**config.mk**
```make
export PLATFORM = sky130hd
export DESIGN_NAME = i2c_bd_engine
export DESIGN_NICKNAME = d
export VERILOG_FILES = /design/src/rtl/i2c_bd_engine.sv
export SDC_FILE = /design/constraint.sdc
export NUM_CORES = 1
export LEC_CHECK = 0
export BUFFER_PORTS_ARGS = -buffer_cell sky130_fd_sc_hd__buf_2
export CAP_MARGIN = 20
export CORE_MARGIN = 2
export CORE_UTILIZATION = 45
export CTS_CLUSTER_DIAMETER = 150
export CTS_CLUSTER_SIZE = 30
export DETAILED_ROUTE_END_ITERATION = 12
export PLACE_DENSITY = 0.61
export SYNTH_ARGS = -nofsm -noshare
export SYNTH_HDL_FRONTEND = slang
export SYNTH_SLANG_ARGS = --single-unit
```
**constraint.sdc**
```tcl
create_clock -name clk -period 13.3 [get_ports clk]
set_input_delay 1.995 -clock clk [delete_from_list [all_inputs] [get_ports clk]]
set_output_delay 1.995 -clock clk [all_outputs]
set_load 0.005 [all_outputs]
```
**src/rtl/i2c_bd_engine.sv**
```systemverilog
module i2c_bd_engine #(
  parameter int AW      = 16,
  parameter int NDESC   = 4,
  parameter int MRL_RST = 128
) (
  input  logic          clk,
  input  logic          rst_n,
  input  logic          reg_we,
  input  logic [2:0]    reg_addr,
  input  logic [15:0]   reg_wdata,
  output logic          busy,
  output logic          done,
  output logic          mem_en,
  output logic          mem_we,
  output logic [AW-1:0] mem_addr,
  output logic [15:0]   mem_wdata,
  input  logic [15:0]   mem_rdata,
  output logic          lk_valid,
  output logic [1:0]    lk_cmd,
  output logic [7:0]    lk_wdata,
  output logic          lk_ack,
  input  logic          lk_done,
  input  logic          lk_nak,
  input  logic          lk_col,
  input  logic [7:0]    lk_rdata
);
  localparam int IW = (NDESC > 1) ? $clog2(NDESC) : 1;
  localparam logic [IW-1:0] LAST_IDX = IW'(NDESC - 1);
  localparam int B_OWN = 15, B_WRAP = 13, B_LAST = 11, B_START = 10;
  localparam logic [2:0] E_CL = 3'b001, E_UN = 3'b010, E_NAK = 3'b100;
  localparam logic [15:0] RX_OV = 16'h0002;
  localparam logic [1:0] C_START = 2'd0, C_WR = 2'd1, C_RD = 2'd2, C_STOP = 2'd3;

  typedef enum logic [3:0] {
    S_IDLE, S_FST, S_FLEN, S_FPTR, S_FEND, S_BRD, S_BSEND,
    S_LISS, S_LWAIT, S_RXWR, S_RXWB, S_WB, S_FIN
  } state_t;

  state_t st;
  logic          mode_en, fx, open, ov, ack_r;
  logic [AW-1:0] tx_base, rx_base, tp, rp, tptr, rptr;
  logic [IW-1:0] ti, ri;
  logic [15:0]   mrl, tst, tlen, rst_s, rlen, k;
  logic [2:0]    err;
  logic [1:0]    cmd;
  logic [7:0]    wbyte, rbyte;

  wire           go       = reg_we && reg_addr == 3'd1 && reg_wdata[7] && mode_en && st == S_IDLE;
  wire           done_clr = reg_we && reg_addr == 3'd5 && reg_wdata[0];
  wire [AW-1:0]  fbase    = fx ? rp : tp;
  wire [15:0]    j        = k - 16'd1;
  wire           store_ok = (j < rlen) && (j < mrl);
  wire           last_pos = (k == tlen - 16'd1);

  assign busy     = (st != S_IDLE);
  assign lk_valid = (st == S_LISS);
  assign lk_cmd   = cmd;
  assign lk_wdata = wbyte;
  assign lk_ack   = ack_r;

  always_comb begin
    mem_en = 1'b0; mem_we = 1'b0; mem_addr = '0; mem_wdata = '0;
    case (st)
      S_FST:  begin mem_en = 1'b1; mem_addr = fbase; end
      S_FLEN: begin mem_en = 1'b1; mem_addr = fbase + AW'(1); end
      S_FPTR: begin mem_en = 1'b1; mem_addr = fbase + AW'(2); end
      S_BRD:  begin mem_en = 1'b1; mem_addr = tptr + k[AW-1:0]; end
      S_RXWR: if (store_ok) begin
        mem_en = 1'b1; mem_we = 1'b1; mem_addr = rptr + j[AW-1:0]; mem_wdata = {8'h00, rbyte};
      end
      S_RXWB: begin
        mem_en = 1'b1; mem_we = 1'b1; mem_addr = rp;
        mem_wdata = (rst_s & ~16'h8000) | (ov ? RX_OV : 16'h0000);
      end
      S_WB: begin
        mem_en = 1'b1; mem_we = 1'b1; mem_addr = tp;
        mem_wdata = (tst & ~16'h8000) | {13'd0, err};
      end
      default: ;
    endcase
  end

  always_ff @(posedge clk or negedge rst_n) begin
    if (!rst_n) begin
      st <= S_IDLE; mode_en <= 1'b0; done <= 1'b0; mrl <= 16'(MRL_RST);
      tx_base <= '0; rx_base <= '0; tp <= '0; rp <= '0; tptr <= '0; rptr <= '0;
      ti <= '0; ri <= '0; fx <= 1'b0; open <= 1'b0; ov <= 1'b0; ack_r <= 1'b0;
      tst <= '0; tlen <= '0; rst_s <= '0; rlen <= '0; k <= '0; err <= '0;
      cmd <= C_START; wbyte <= '0; rbyte <= '0;
    end else begin
      if (reg_we) begin
        case (reg_addr)
          3'd0: mode_en <= reg_wdata[0];
          3'd2: tx_base <= reg_wdata[AW-1:0];
          3'd3: rx_base <= reg_wdata[AW-1:0];
          3'd4: mrl     <= reg_wdata;
          default: ;
        endcase
      end
      if (done_clr) done <= 1'b0;
      case (st)
        S_IDLE: if (go) begin
          tp <= tx_base; rp <= rx_base; ti <= '0; ri <= '0;
          open <= 1'b0; fx <= 1'b0; st <= S_FST;
        end
        S_FST:  st <= S_FLEN;
        S_FLEN: begin
          if (fx) rst_s <= mem_rdata; else tst <= mem_rdata;
          st <= S_FPTR;
        end
        S_FPTR: begin
          if (fx) rlen <= mem_rdata; else tlen <= mem_rdata;
          st <= S_FEND;
        end
        S_FEND: if (fx) begin
          rptr <= mem_rdata[AW-1:0]; ov <= 1'b0;
          cmd <= C_RD; ack_r <= !last_pos; st <= S_LISS;
        end else begin
          tptr <= mem_rdata[AW-1:0]; err <= '0; k <= '0;
          if (!tst[B_OWN]) begin
            if (open) begin cmd <= C_STOP; st <= S_LISS; end
            else st <= S_FIN;
          end else if (tlen == 16'd0) begin
            err <= E_UN; st <= S_WB;
          end else if (tst[B_START]) begin
            cmd <= C_START; open <= 1'b1; st <= S_LISS;
          end else st <= S_BRD;
        end
        S_BRD:   st <= S_BSEND;
        S_BSEND: begin wbyte <= mem_rdata[7:0]; cmd <= C_WR; st <= S_LISS; end
        S_LISS:  st <= S_LWAIT;
        S_LWAIT: if (lk_done) begin
          if (cmd == C_STOP) begin
            open <= 1'b0; st <= S_FIN;
          end else if (lk_col) begin
            err <= E_CL; open <= 1'b0; st <= S_WB;
          end else if (cmd == C_START) begin
            st <= S_BRD;
          end else if (cmd == C_WR) begin
            if (lk_nak) begin
              err <= E_NAK; st <= S_WB;
            end else if (k == 16'd0 && tst[B_START] && wbyte[0] && tlen > 16'd1) begin
              k <= 16'd1; fx <= 1'b1; st <= S_FST;
            end else if (last_pos) begin
              st <= S_WB;
            end else begin
              k <= k + 16'd1; st <= S_BRD;
            end
          end else begin
            rbyte <= lk_rdata; st <= S_RXWR;
          end
        end
        S_RXWR: begin
          if (!store_ok) ov <= 1'b1;
          if (last_pos) st <= S_RXWB;
          else begin
            k <= k + 16'd1; ack_r <= (k + 16'd1 != tlen - 16'd1);
            cmd <= C_RD; st <= S_LISS;
          end
        end
        S_RXWB: begin
          if (rst_s[B_WRAP] || ri == LAST_IDX) begin rp <= rx_base; ri <= '0; end
          else begin rp <= rp + AW'(3); ri <= ri + 1'b1; end
          fx <= 1'b0; st <= S_WB;
        end
        S_WB: begin
          if (err != 3'd0 || tst[B_LAST]) begin
            if (open) begin cmd <= C_STOP; st <= S_LISS; end
            else st <= S_FIN;
          end else begin
            if (tst[B_WRAP] || ti == LAST_IDX) begin tp <= tx_base; ti <= '0; end
            else begin tp <= tp + AW'(3); ti <= ti + 1'b1; end
            st <= S_FST;
          end
        end
        S_FIN: begin done <= 1'b1; st <= S_IDLE; end
        default: st <= S_IDLE;
      endcase
    end
  end

  AST_PULSE_CMD: assert property (@(posedge clk) disable iff (!rst_n) lk_valid |=> !lk_valid);
  AST_IDLE_QUIET: assert property (@(posedge clk) disable iff (!rst_n) !busy |-> (!mem_en && !lk_valid));
  AST_START_EN: assert property (@(posedge clk) disable iff (!rst_n) $rose(busy) |-> $past(mode_en));
  AST_DONE_HOLD: assert property (@(posedge clk) disable iff (!rst_n) (done && !done_clr) |=> done);
  AST_STOP_OPEN: assert property (@(posedge clk) disable iff (!rst_n) (lk_valid && lk_cmd == C_STOP) |-> open);
  AST_READ_OPEN: assert property (@(posedge clk) disable iff (!rst_n) (lk_valid && lk_cmd == C_RD) |-> open);
endmodule

```
; ---- Word level (Yosys, flattened, before mapping)
; Cells that the tools add are included.
[word_totals]
output_inout_bits = 48
regBits = 226
input_bits = 49
[classes]
add_sub_neg = 11
n_lt_le_gt_ge = 3
n_eq_ne = 46
reduce_logical = 53
n_mux = 92
bitwise_logic = 7
[op_table]
columns = op, count
row1 = 16-bit two-way mux, 16
row2 = 16-bit one-hot mux with 7 select lines, 1
row3 = 16-bit one-hot mux with 2 select lines, 2
row4 = 4-bit two-way mux, 15
row5 = 16-bit by 2-bit adder with 16-bit output (second input constant), 3
row6 = 16-bit one-hot mux with 3 select lines, 1
row7 = 4-bit one-hot mux with 12 select lines, 1
row8 = 15-bit one-hot mux with 3 select lines, 1
row9 = 2-bit inequality test (second input constant), 17
row10 = 16-bit by 1-bit adder with 16-bit output (second input constant), 2
row11 = 16-bit adder, 2
row12 = 16-bit zero test, 2
row13 = 16-bit less-than comparator, 2
row14 = 16-bit by 1-bit subtractor with 16-bit output (second input constant), 2
row15 = 2-bit two-way mux, 15
row16 = 2-bit AND reduction, 12
row17 = 1-bit two-way mux, 22
row18 = 3-bit two-way mux, 7
row19 = 4-bit == test (second input constant), 5
row20 = 16-bit == test, 1
row21 = 4-bit by 3-bit == test with 1-bit output (second input constant), 4
row22 = 16-bit by 1-bit > comparator with 1-bit output (second input constant), 1
row23 = 16-bit inequality test, 1
row24 = 8-bit AND reduction, 2
row25 = 35 further kinds, 75

; ---- Longest topological paths before layout
; Gate-level depths: netlist of run 1.
[depth]
word_depth = 12
ltp_mapped = 16

; ---- Worst setup path after synthesis of run 1
; Ideal clock, no wire load.
[synth_path]
path_kind = register to output
from = reg k[4]
to = out mem_wdata[0]
slack_ns = 7.015
path_stages_with_launch = 17
t_required_ns = 11.305
arrival_time_ns = 4.290
path_cell_list = dfrtp_1 clkbuf_1 or4_1 nor2_1 nand2_1 or2_2 nor4_1 xnor2_1 ha_1 a21o_1 a21oi_1 nor2b_1 a2111oi_0 o211ai_1 nor2_1 clkbuf_1 a221o_1
[synth_via]
elab_chain_len = 5
word_cells_on_any_way = 6
classes_between = 1 x add/sub / 2 x order compare / 2 x mux / 1 x reduce/logical
[synth_rtl]
columns = item, line
row1 = from (decl), 43  ; logic [15:0] mrl, tst, tlen, rst_s, rlen, k;
row2 = from (signal assigned), 157  ; k <= k + 16'd1; ack_r <= (k + 16'd1 != tlen - 16'd1);
row3 = 16-bit by 1-bit subtractor with 16-bit output (*), 51  ; wire [15:0] j = k - 16'd1;
row4 = 16-bit less-than comparator, 52  ; wire store_ok = (j < rlen) && (j < mrl);
row5 = 1-bit logical AND (*), 52
row6 = 8-bit two-way mux (*), 68  ; S_RXWR: if (store_ok) begin
row7 = 15-bit one-hot mux with 3 select lines (*), 63  ; case (st)
row8 = to (decl), 16  ; output logic [15:0] mem_wdata,
; Mark *: on every way between the ends. The rest lies on a longest branch, timed or not.

; ---- Worst setup path after layout of run 1
[layout_path]
from = reg k[2]
to = out mem_addr[2]
[layout_via]
elab_chain_len = 5
word_cells_on_any_way = 8
classes_between = 3 x add/sub / 2 x order compare / 2 x mux / 1 x reduce/logical
[layout_rtl]
columns = item, line
row1 = 16-bit by 1-bit subtractor with 16-bit output, 51
row2 = 16-bit less-than comparator, 52
row3 = 1-bit logical AND, 52
row4 = 16-bit two-way mux, 68
row5 = 16-bit one-hot mux with 7 select lines (*), 63
row6 = to (decl), 15  ; output logic [AW-1:0] mem_addr,
; Marks and branches as above.

==> summary.txt, run 1 <==
Status
  – Outcome: finished, final reports clean

STA
  – Worst slew pin tran: 1.10 ns
  – Total negative slack: 0 ns
  – Final hold vios: 0
  – Final Setup Violations: 0
  – Fin crit period: 7.76 ns
  – Final Cycle Share: 58.3%
  – Slew HR: 26.4%
  – Fmax: 129 MHz
  – Max Slew Vio Count: 0
  – Unrepaired setup endpoints after global routing: no
  – Hold WS: 0.501 ns
  – Max Clock Skew: 0.0370 ns

Run
  – Max-cap viol count: 0

Clock network
  – CTS tree: yes
  – Root Driver: clkbuf_16
  – Hold_buf cts: 0
  – Worst skew pair latency: 0.50 ns
  – Total CTS buffers: 11
  – Clk slew on worst S/H paths: 0.13 ns
  – Post-cts resize count: 0
  – H-Tree Depth: 1
  – Setup Fix Bufs, Post-CTS: 0
  – Clock buffer depth: 3
  – CTS Sinks: 226

Setup path
  – Bufs and invs on worst path: 3
  – Crit path max-delay cell type: dfrtp_1
  – Largest stage delay, worst path: 0.62 ns
  – Critical Path RT: 11.31 ns
  – R2r endpoint: ov
  – Startpoint type of the worst setup path: flip-flop
  – Worst R2R Start: k[2]
  – Crit path max fanout: 17
  – Crit path cell chain: or4_1, nor2_1, nand2_1, or2_2, nor4_1, xnor2_1, ha_1, a21o_1, a21oi_1, nor2b_1, a2111oi_0, o211ai_1, buf_4, nor2_1, buf_4, a211o_1, buf_2
  – Family with the most delay on the worst path: simple AND/OR/NAND/NOR gates
  – Worst setup EP type: output port
  – CP Class: reg -> out
  – R2R cell count: 15
  – Data arrival time of the worst path: 5.76 ns
  – R2R Setup Slk: 8.89 ns

Floorplanning
  – Die Width: 187 microns
  – Die area: 35100 sq um
  – Core area: 33400 sq um
  – Die H: 187 microns
  – I/O pin cnt: 97
  – Initial Util: 45.4%
  – # rows: 67

Drt
  – Initial DRC Count: 1300
  – DR vias: 13.3k
  – Detail Route Antenna Nets: 0
  – Vias per inst: 6.25
  – Drt first pass iters: 5
  – Wire per inst: 24.1 microns
  – Wirelength, routed: 51200 microns
  – Residual DRC: 0

Min path
  – Min-delay worst type: reg -> reg
  – Hold path startpoint: ti[1]
  – Hold path endpoint: ti[1]
  – Cell depth of the worst hold path: 2

Logic synthesis
  – Syn. warnings: 0
  – Distinct cells, synth: 98
  – Count of state elements after synthesis: 226
  – Top_reg_cell synth: dfrtp_1
  – Gate count of the mapped netlist: 1642
  – Post-synthesis sequential area ratio: 37.4%
  – Syn_nets: 1764
  – Syn_area_per_cell: 9.22 sq um
  – EDFF count, synth: 0
  – FFs w/ async S/R, synth: 100%
  – Netlist Area Pre-Place: 15100 sq um

Power
  – Pwr dens: 227 nW/um^2
  – Worst IR Drop VDD: 107 uV
  – Static leakage: 7.02 nW

Global routing
  – Met3 Track Usage GR: 6.77%
  – Initial antenna violation count: 0
  – Vias in the first global route: 12.6k
  – Met2 usage: 44.7%
  – Tot GR Track Use: 29.0%
  – GR Layer Usage met1: 41.5%
  – Top Usage Layer GRT: met2
  – First-pass GRT wire length: 78300 microns
  – Largest net degree at the start of global routing: 99
  – Global route total overflow: 0

Placement
  – Hpwl dp: 38400 microns
  – Port buffer count: 95
  – Placer Congestion: 0.980

Cells and area
  – Most common cell after layout, fill and taps aside: dfrtp_1
  – Final #Nets: 1800
  – Fraction of layout cells with a size suffix above 1: 17.8%
  – Synth-to-layout area growth: 7.38%
  – Commonest cells after routing, fill and taps aside: dfrtp_1, nand2_1, mux2_2
  – Fillers: 3305
[power breakdown]
| group | switching (mW) | internal (mW) | leakage [nW] |
|---|---|---|---|
| Combinational | 1.27 | 0.829 | 4.13 |
| Sequential | 0.306 | 0.888 | 2.74 |
| Clock | 0.239 | 0.157 | 0.146 |
[metrics by stage]
stage	setup slack [ns]	instance area [sq um]	std cells	power, mW	utilization [%]
after floorplan	7.02	15100	1642	2.51	-
after global placement	6.21	15900	2110	3.20	47.7
after detailed placement	6.17	15900	2110	3.22	47.7
after CTS	5.61	16200	2125	3.62	48.6
after global routing	5.19	16300	2128	3.93	48.7
final	5.54	16300	2129	3.69	48.7
[layout make-up]
class                   instances  area [sq um]  share of cell area [%]
clock inverters                 1          16.3                   0.100
repair buffers                114           632                    3.89
multi-input cells            1257          8850                    54.4
flip-flops and latches        226          5660                    34.8
well taps                     448           561                    3.45
diodes                          1          2.50                  0.0154
clock buffers                  14           287                    1.76
inverters                      68           255                    1.57
[flip-flops by register name, indices dropped and copies added, names as in the netlist, 2 cells and up]
name	cells
rx_base	16
mrl	16
lk_wdata	8
tp	16
rptr	16
rlen	16
tlen	16
tx_base	16
ti	2
tst	16
rst_s	15
tptr	16
ri	2
st	4
rp	16
lk_cmd	2
err	3
rbyte	8
k	16
[cell families after synthesis]
group,share of synthesized area (%)
AND/OR/NAND/NOR,17.3
flip-flops,37.4
multiplexers,11.0
adder cells (fa/ha/maj),6.13
AO/OA/AOI/OAI,19.5
XOR/XNOR,4.34
other,0.0248
buffers and inverters,4.36
[synthesized netlist by cell type, types with 8 or more instances]
library cell,instances,share of area (%)
a211oi_1,11,0.55
xnor2_1,47,2.7
and3_1,15,0.62
nand3_1,44,1.5
a221o_1,11,0.73
xor2_1,28,1.6
a21o_1,26,1.3
inv_1,68,1.7
a22oi_1,11,0.55
a22o_1,15,0.87
nand2_1,188,4.7
o211ai_1,15,0.74
dfrtp_1,225,37
nand4_1,22,0.91
nor2_1,103,2.6
o21a_1,9,0.45
clkbuf_1,75,1.9
a31oi_1,13,0.54
or4_1,15,0.74
or3_1,15,0.62
o21ai_0,95,3.1
mux2i_1,19,1.3
nor2b_1,12,0.50
ha_1,71,5.9
nor3_1,34,1.1
nor4_1,18,0.74
o22ai_1,19,0.79
o31ai_1,20,0.99
nand3b_1,8,0.40
a21oi_1,101,3.3
or2_2,11,0.45
nand2b_1,8,0.33
mux2_2,131,9.7
[worst max-delay path by stage]
stage	start	endpoint	cells past startpoint
final	k[2]	mem_addr[2]	17
after global routing	k[2]	mem_wdata[0]	17
after CTS	k[2]	mem_addr[2]	17
after detailed placement	k[2]	mem_addr[2]	17
after global placement	k[2]	mem_addr[2]	17
after floorplan	k[4]	mem_wdata[0]	16
[layer usage]
metal / vias to the layer above / wire (microns)
met5: - / 114
met4: 2 / 1120
met3: 72 / 4940
met2: 526 / 22300
met1: 6627 / 22700
li1: 6086 / -
[tightest hold or removal path: stages, from the launching register on]
cell and delay, ns:
dfrtp_1 0.37, nand2_1 0.05, nand2_1 0.05
No activity file was read; power rests on OpenSTA's default activity.
==> run 2: changes to the inputs <==
- clock period: 13.3 -> 7.86 ns (I/O delays scaled with it)
==> run 2 against run 1 <==
  * Sequential share of layout area is essentially flat
  * Die area is the same
  * Worst hold slack lost 0.0059 ns
  * Largest power group unchanged
  * Critical endpoint unchanged
  * Highest routed layer is now met4
==> summary.txt, run 2 (synthesis results as in run 1) <==
Setup path
  – Data arrival time of the worst path: 5.73 ns
  – Crit path max fanout: 17
  – Worst setup EP type: output port
  – Critical Path RT: 6.68 ns
  – Startpoint type of the worst setup path: flip-flop
  – CP Class: reg -> out

Cells and area
  – Multi-input gate area: 8850 sq um
  – Fraction of layout cells with a size suffix above 1: 17.8%
  – FF/Latch Area: 5660 sq um
  – Ant. Diodes: 0
  – Commonest cells after routing, fill and taps aside: dfrtp_1, nand2_1, mux2_2
  – Final #Nets: 1799
  – Synth-to-layout area growth: 7.27%
  – Final Core Density: 48.7%
  – Final instance area: 16200 sq um
  – Most common cell after layout, fill and taps aside: dfrtp_1
  – Fillers: 3251

Global routing
  – Initial antenna violation count: 1
  – Global route total overflow: 0
  – Vias in the first global route: 12.8k
  – First-pass GRT wire length: 78600 microns
  – Tot GR Track Use: 29.1%
  – Largest net degree at the start of global routing: 115

Power
  – Pwr dens: 383 nW/um^2
  – Static leakage: 7.01 nW
  – Final Total Pwr: 6.22 mW
  – Worst IR Drop VDD: 170 uV

Drt
  – Residual DRC: 0
  – Wirelength, routed: 51300 microns
  – Initial DRC Count: 1388
  – Detail Route Antenna Nets: 0
  – Vias per inst: 6.31
  – Wire per inst: 24.1 microns
  – DR vias: 13.4k
  – Drt first pass iters: 5

Run
  – Max-cap viol count: 0

STA
  – Unrepaired setup endpoints after global routing: no
  – Max Clock Skew: 0.0130 ns
  – Hold WS: 0.495 ns
  – Fmax: 145 MHz
  – Worst slew pin tran: 1.14 ns
  – Final hold vios: 0
  – Fin crit period: 6.91 ns
  – Slew HR: 24.0%
  – Max Slew Vio Count: 0
  – Final Cycle Share: 87.9%
  – Final Setup Violations: 0
  – Total negative slack: 0 ns

Floorplanning
  – Core area: 33400 sq um
  – Die area: 35100 sq um
  – Die H: 187 microns
  – Die Width: 187 microns
  – I/O pin cnt: 97
  – # rows: 67
  – Initial Util: 45.4%

Clock network
  – CTS Sinks: 226
  – Clock buffer depth: 3
  – Clk slew on worst S/H paths: 0.12 ns
  – Setup Fix Bufs, Post-CTS: 0
  – CTS tree: yes
  – Post-cts resize count: 0
  – Total CTS buffers: 11
  – Hold_buf cts: 0
  – H-Tree Depth: 1
  – Worst skew pair latency: 0.49 ns
  – Root Driver: clkbuf_16

Placement
  – Port buffer count: 95
  – Placer Congestion: 0.977
  – Post-DP Area: 15900 sq um
  – Hpwl dp: 38300 microns

Status
  – Outcome: finished, final reports clean

Min path
  – Min-delay worst type: reg -> reg
==> run 2: changes by cell type in the layout (fill, tap and decap cells not counted), sizes merged <==
cell,change
buf,-1
diode,-1
clkbuf,-3
clkinv,+1
==> run 2: worst max-delay path, stage by stage, from the launching register on <==
cell	delay [ns]
dfrtp_1	0.61
or4_1	0.59
nor2_1	0.28
nand2_1	0.16
or2_2	0.32
nor4_1	0.24
xnor2_1	0.30
ha_1	0.34
a21o_1	0.18
a21oi_1	0.14
nor2b_1	0.06
a2111oi_0	0.42
o211ai_1	0.20
buf_4	0.22
nor2_1	0.51
buf_4	0.33
a211o_1	0.19
buf_2	0.12
==> run 2: area by class of cell <==
cell class	count	area share (%)
multi-input cells	1257	54.5
flip-flops and latches	226	34.8
repair buffers	113	3.84
well taps	448	3.45
clock buffers	11	1.70
inverters	68	1.57
clock inverters	2	0.131
==> run 2: layer usage <==
| layer | vias to the layer above | GRT usage, % | part of all wire, % |
|---|---|---|---|
| met3 | 78 | 4.15 | 8.5 |
| met2 | 612 | 43.9 | 43 |
| met1 | 6650 | 43.5 | 46 |
| li1 | 6077 | - | - |
| met5 | - | 0 | 0 |
| met4 | 0 | 7.81 | 2.6 |
==> run 2: final timing paths <==
path                       startpoint           to  slack (ns)  depth (start not counted)
max                              k[2]  mem_addr[2]        0.95                         17
min                             ti[1]        ti[1]        0.50                          2
max reg2reg                      k[2]           ov        3.48                         15
min reg2reg                     ti[1]        ti[1]        0.50                          2
max in group asynchronous       rst_n      rlen[9]        5.54                          2
min in group asynchronous       rst_n       rp[10]        0.75                          1
==> run 2: per-stage QoR <==
| step | cells | setup slack [ns] |
|---|---|---|
| after CTS | 2123 | 1.02 |
| after global routing | 2125 | 0.627 |
| after floorplan | 1642 | 2.39 |
| after detailed placement | 2110 | 1.60 |
| final | 2125 | 0.954 |
| after global placement | 2110 | 1.64 |
==> run 2: where the power goes <==
part           switching (mW)  internal, mW
clock                   0.390         0.261
sequential              0.518          1.50
combinational            2.15          1.41
total                    3.05          3.17
==> run 3: changes to the inputs <==
- CORE_UTILIZATION: 45 -> 39
- PLACE_DENSITY: 0.61 -> 0.54
- SLEW_MARGIN: unset -> 0
==> run 3 against run 2 <==
  * Register-to-register slack about the same
  * Core utilization shrank 6.2 points
  * Clock skew grew 0.019 ns
  * Fmax shrank 2.1%
  * Clock power grew 1%
  * Die area is 15% higher
  * Combinational power about the same
  * Design area grew 0.69%
  * Final cell count grew 3.5%
  * Via count down 1.4%
  * Count of clock-buffer cells in the layout is the same
  * Largest power group unchanged
==> summary.txt, run 3 (synthesis results as in run 1) <==
Power
  – Final Total Pwr: 6.22 mW
  – Switch Pwr: 3.06 mW
  – Sequential Power Share: 32.7%
  – Clock share of power: 10.6%
  – Int Pwr: 3.16 mW
  – Static leakage: 7.04 nW
  – Switching Fraction: 49.1%
  – Combinational power share: 56.7%
  – Pwr dens: 380 nW/um^2
  – Worst IR Drop VDD: 145 uV

Global routing
  – Top Usage Layer GRT: met2
  – Met2 usage: 39.7%
  – Largest net degree at the start of global routing: 92
  – Vias in the first global route: 12.5k
  – Initial antenna violation count: 2
  – GR Layer Usage met1: 39.0%
  – First-pass GRT wire length: 80600 microns
  – Met3 Track Usage GR: 4.04%
  – Tot GR Track Use: 26.0%
  – Global route total overflow: 0

STA
  – Worst slew pin tran: 1.10 ns
  – Fin crit period: 7.05 ns
  – Hold WS: 0.498 ns
  – Total negative slack: 0 ns
  – Final Setup Violations: 0
  – Slew HR: 25.6%
  – Fmax: 142 MHz
  – Unrepaired setup endpoints after global routing: no
  – Final Cycle Share: 89.7%
  – Final hold vios: 0
  – Max Slew Vio Count: 0
  – Final worst setup slack: 0.809 ns
  – Max Clock Skew: 0.0322 ns

Setup path
  – Crit path max fanout: 17
  – R2R cell count: 15
  – Data arrival time of the worst path: 5.87 ns
  – Critical Path RT: 6.68 ns
  – Startpoint type of the worst setup path: flip-flop
  – CP startpoint: k[2]
  – R2R Setup Slk: 3.49 ns
  – R2r endpoint: ov
  – Worst setup EP type: output port
  – Worst R2R Start: k[2]
  – CP Class: reg -> out

Cells and area
  – Multi-input gate area: 8840 sq um
  – Most common cell after layout, fill and taps aside: dfrtp_1
  – FF/Latch Area: 5660 sq um
  – Synth-to-layout area growth: 8.01%
  – Fraction of layout cells with a size suffix above 1: 18.0%
  – Non-Filler Instances: 2199
  – Final #Nets: 1803
  – Commonest cells after routing, fill and taps aside: dfrtp_1, nand2_1, mux2_2
  – Ant. Diodes: 0
  – Fillers: 3903

Clock network
  – H-Tree Depth: 1
  – Clk slew on worst S/H paths: 0.13 ns
  – CTS tree: yes
  – CTS Sinks: 226
  – Clock buffer depth: 3
  – Worst skew pair latency: 0.50 ns
  – Hold_buf cts: 0
  – Setup Fix Bufs, Post-CTS: 0
  – Root Driver: clkbuf_16
  – Post-cts resize count: 0
  – Total CTS buffers: 11

Run
  – Max-cap viol count: 0

Min path
  – Min-delay worst type: reg -> reg
  – Cell depth of the worst hold path: 2
  – Hold path endpoint: tptr[0]
  – Hold path startpoint: tptr[0]

Drt
  – Residual DRC: 0
  – Vias per inst: 6.02
  – Drt first pass iters: 6
  – Wire per inst: 24.2 microns
  – Wirelength, routed: 53100 microns
  – Detail Route Antenna Nets: 0
  – DR vias: 13.2k
  – Initial DRC Count: 1210

Placement
  – Placer Congestion: 0.943
  – Placed cells: 2185
  – Port buffer count: 95
  – Worst slack at placement: 1.38 ns
  – Hpwl dp: 40100 microns

Floorplanning
  – Die area: 40400 sq um
  – Die H: 201 microns
  – Core area: 38500 sq um
  – # rows: 72
  – Die Width: 201 microns
  – I/O pin cnt: 97
  – Initial Util: 39.4%

Status
  – Outcome: finished, final reports clean
==> run 3: cell types whose count changed in the layout (fill, tap and decap cells not counted), sizes merged <==
cell    previous run  this run
buf              113       117
clkinv             2         1
inv               68        69
==> run 3: through the flow <==
stage,utilization (%),instance area [sq um]
finish,42.5,16400
global placement,41.7,16000
detailed placement,41.7,16100
CTS,42.5,16300
floorplan,-,15100
global route,42.5,16400
==> run 3: worst max path at each step <==
stage / endpoint / slack [ns] / cells past startpoint
5_1_grt: mem_addr[14] / 0.37 / 17
6_report: mem_addr[14] / 0.81 / 17
3_3_place_gp: mem_addr[14] / 1.47 / 17
2_1_floorplan: mem_wdata[0] / 2.39 / 16
3_5_place_dp: mem_addr[14] / 1.38 / 17
4_1_cts: mem_addr[14] / 0.81 / 17
==> run 3: power groups by stage <==
stage	sequential [mW]	clock, mW	combinational (mW)
after global placement	2.03	0	3.44
after floorplan	1.74	0	2.51
final	2.03	0.659	3.53
after CTS	2.01	0.681	3.46
after global routing	2.08	0.718	3.86
after detailed placement	2.04	0	3.44
==> run 3: final cells by class <==
cell class	instances	share of cell area, %
clock buffers	11	1.68
clock inverters	2	0.107
inverters	68	1.56
multi-input cells	1257	54.1
flip-flops and latches	226	34.6
well taps	518	3.96
repair buffers	117	4.00
==> run 3: critical path, stage by stage (launching register included) <==
cell,delay [ns]
dfrtp_1,0.60
or4_1,0.58
nor2_1,0.29
nand2_1,0.18
or2_2,0.32
nor4_1,0.24
xnor2_1,0.28
ha_1,0.32
a21o_1,0.18
a21oi_1,0.14
nor2b_1,0.06
a2111oi_0,0.49
o211ai_1,0.17
buf_4,0.21
nor2_1,0.60
buf_4,0.34
a31o_2,0.23
buf_2,0.13
==> run 3: layer usage <==
layer	vias up	share of wire [%]
met5	-	0
met1	6585	48
met3	54	7.1
met2	496	43
met4	0	1.7
li1	6096	-
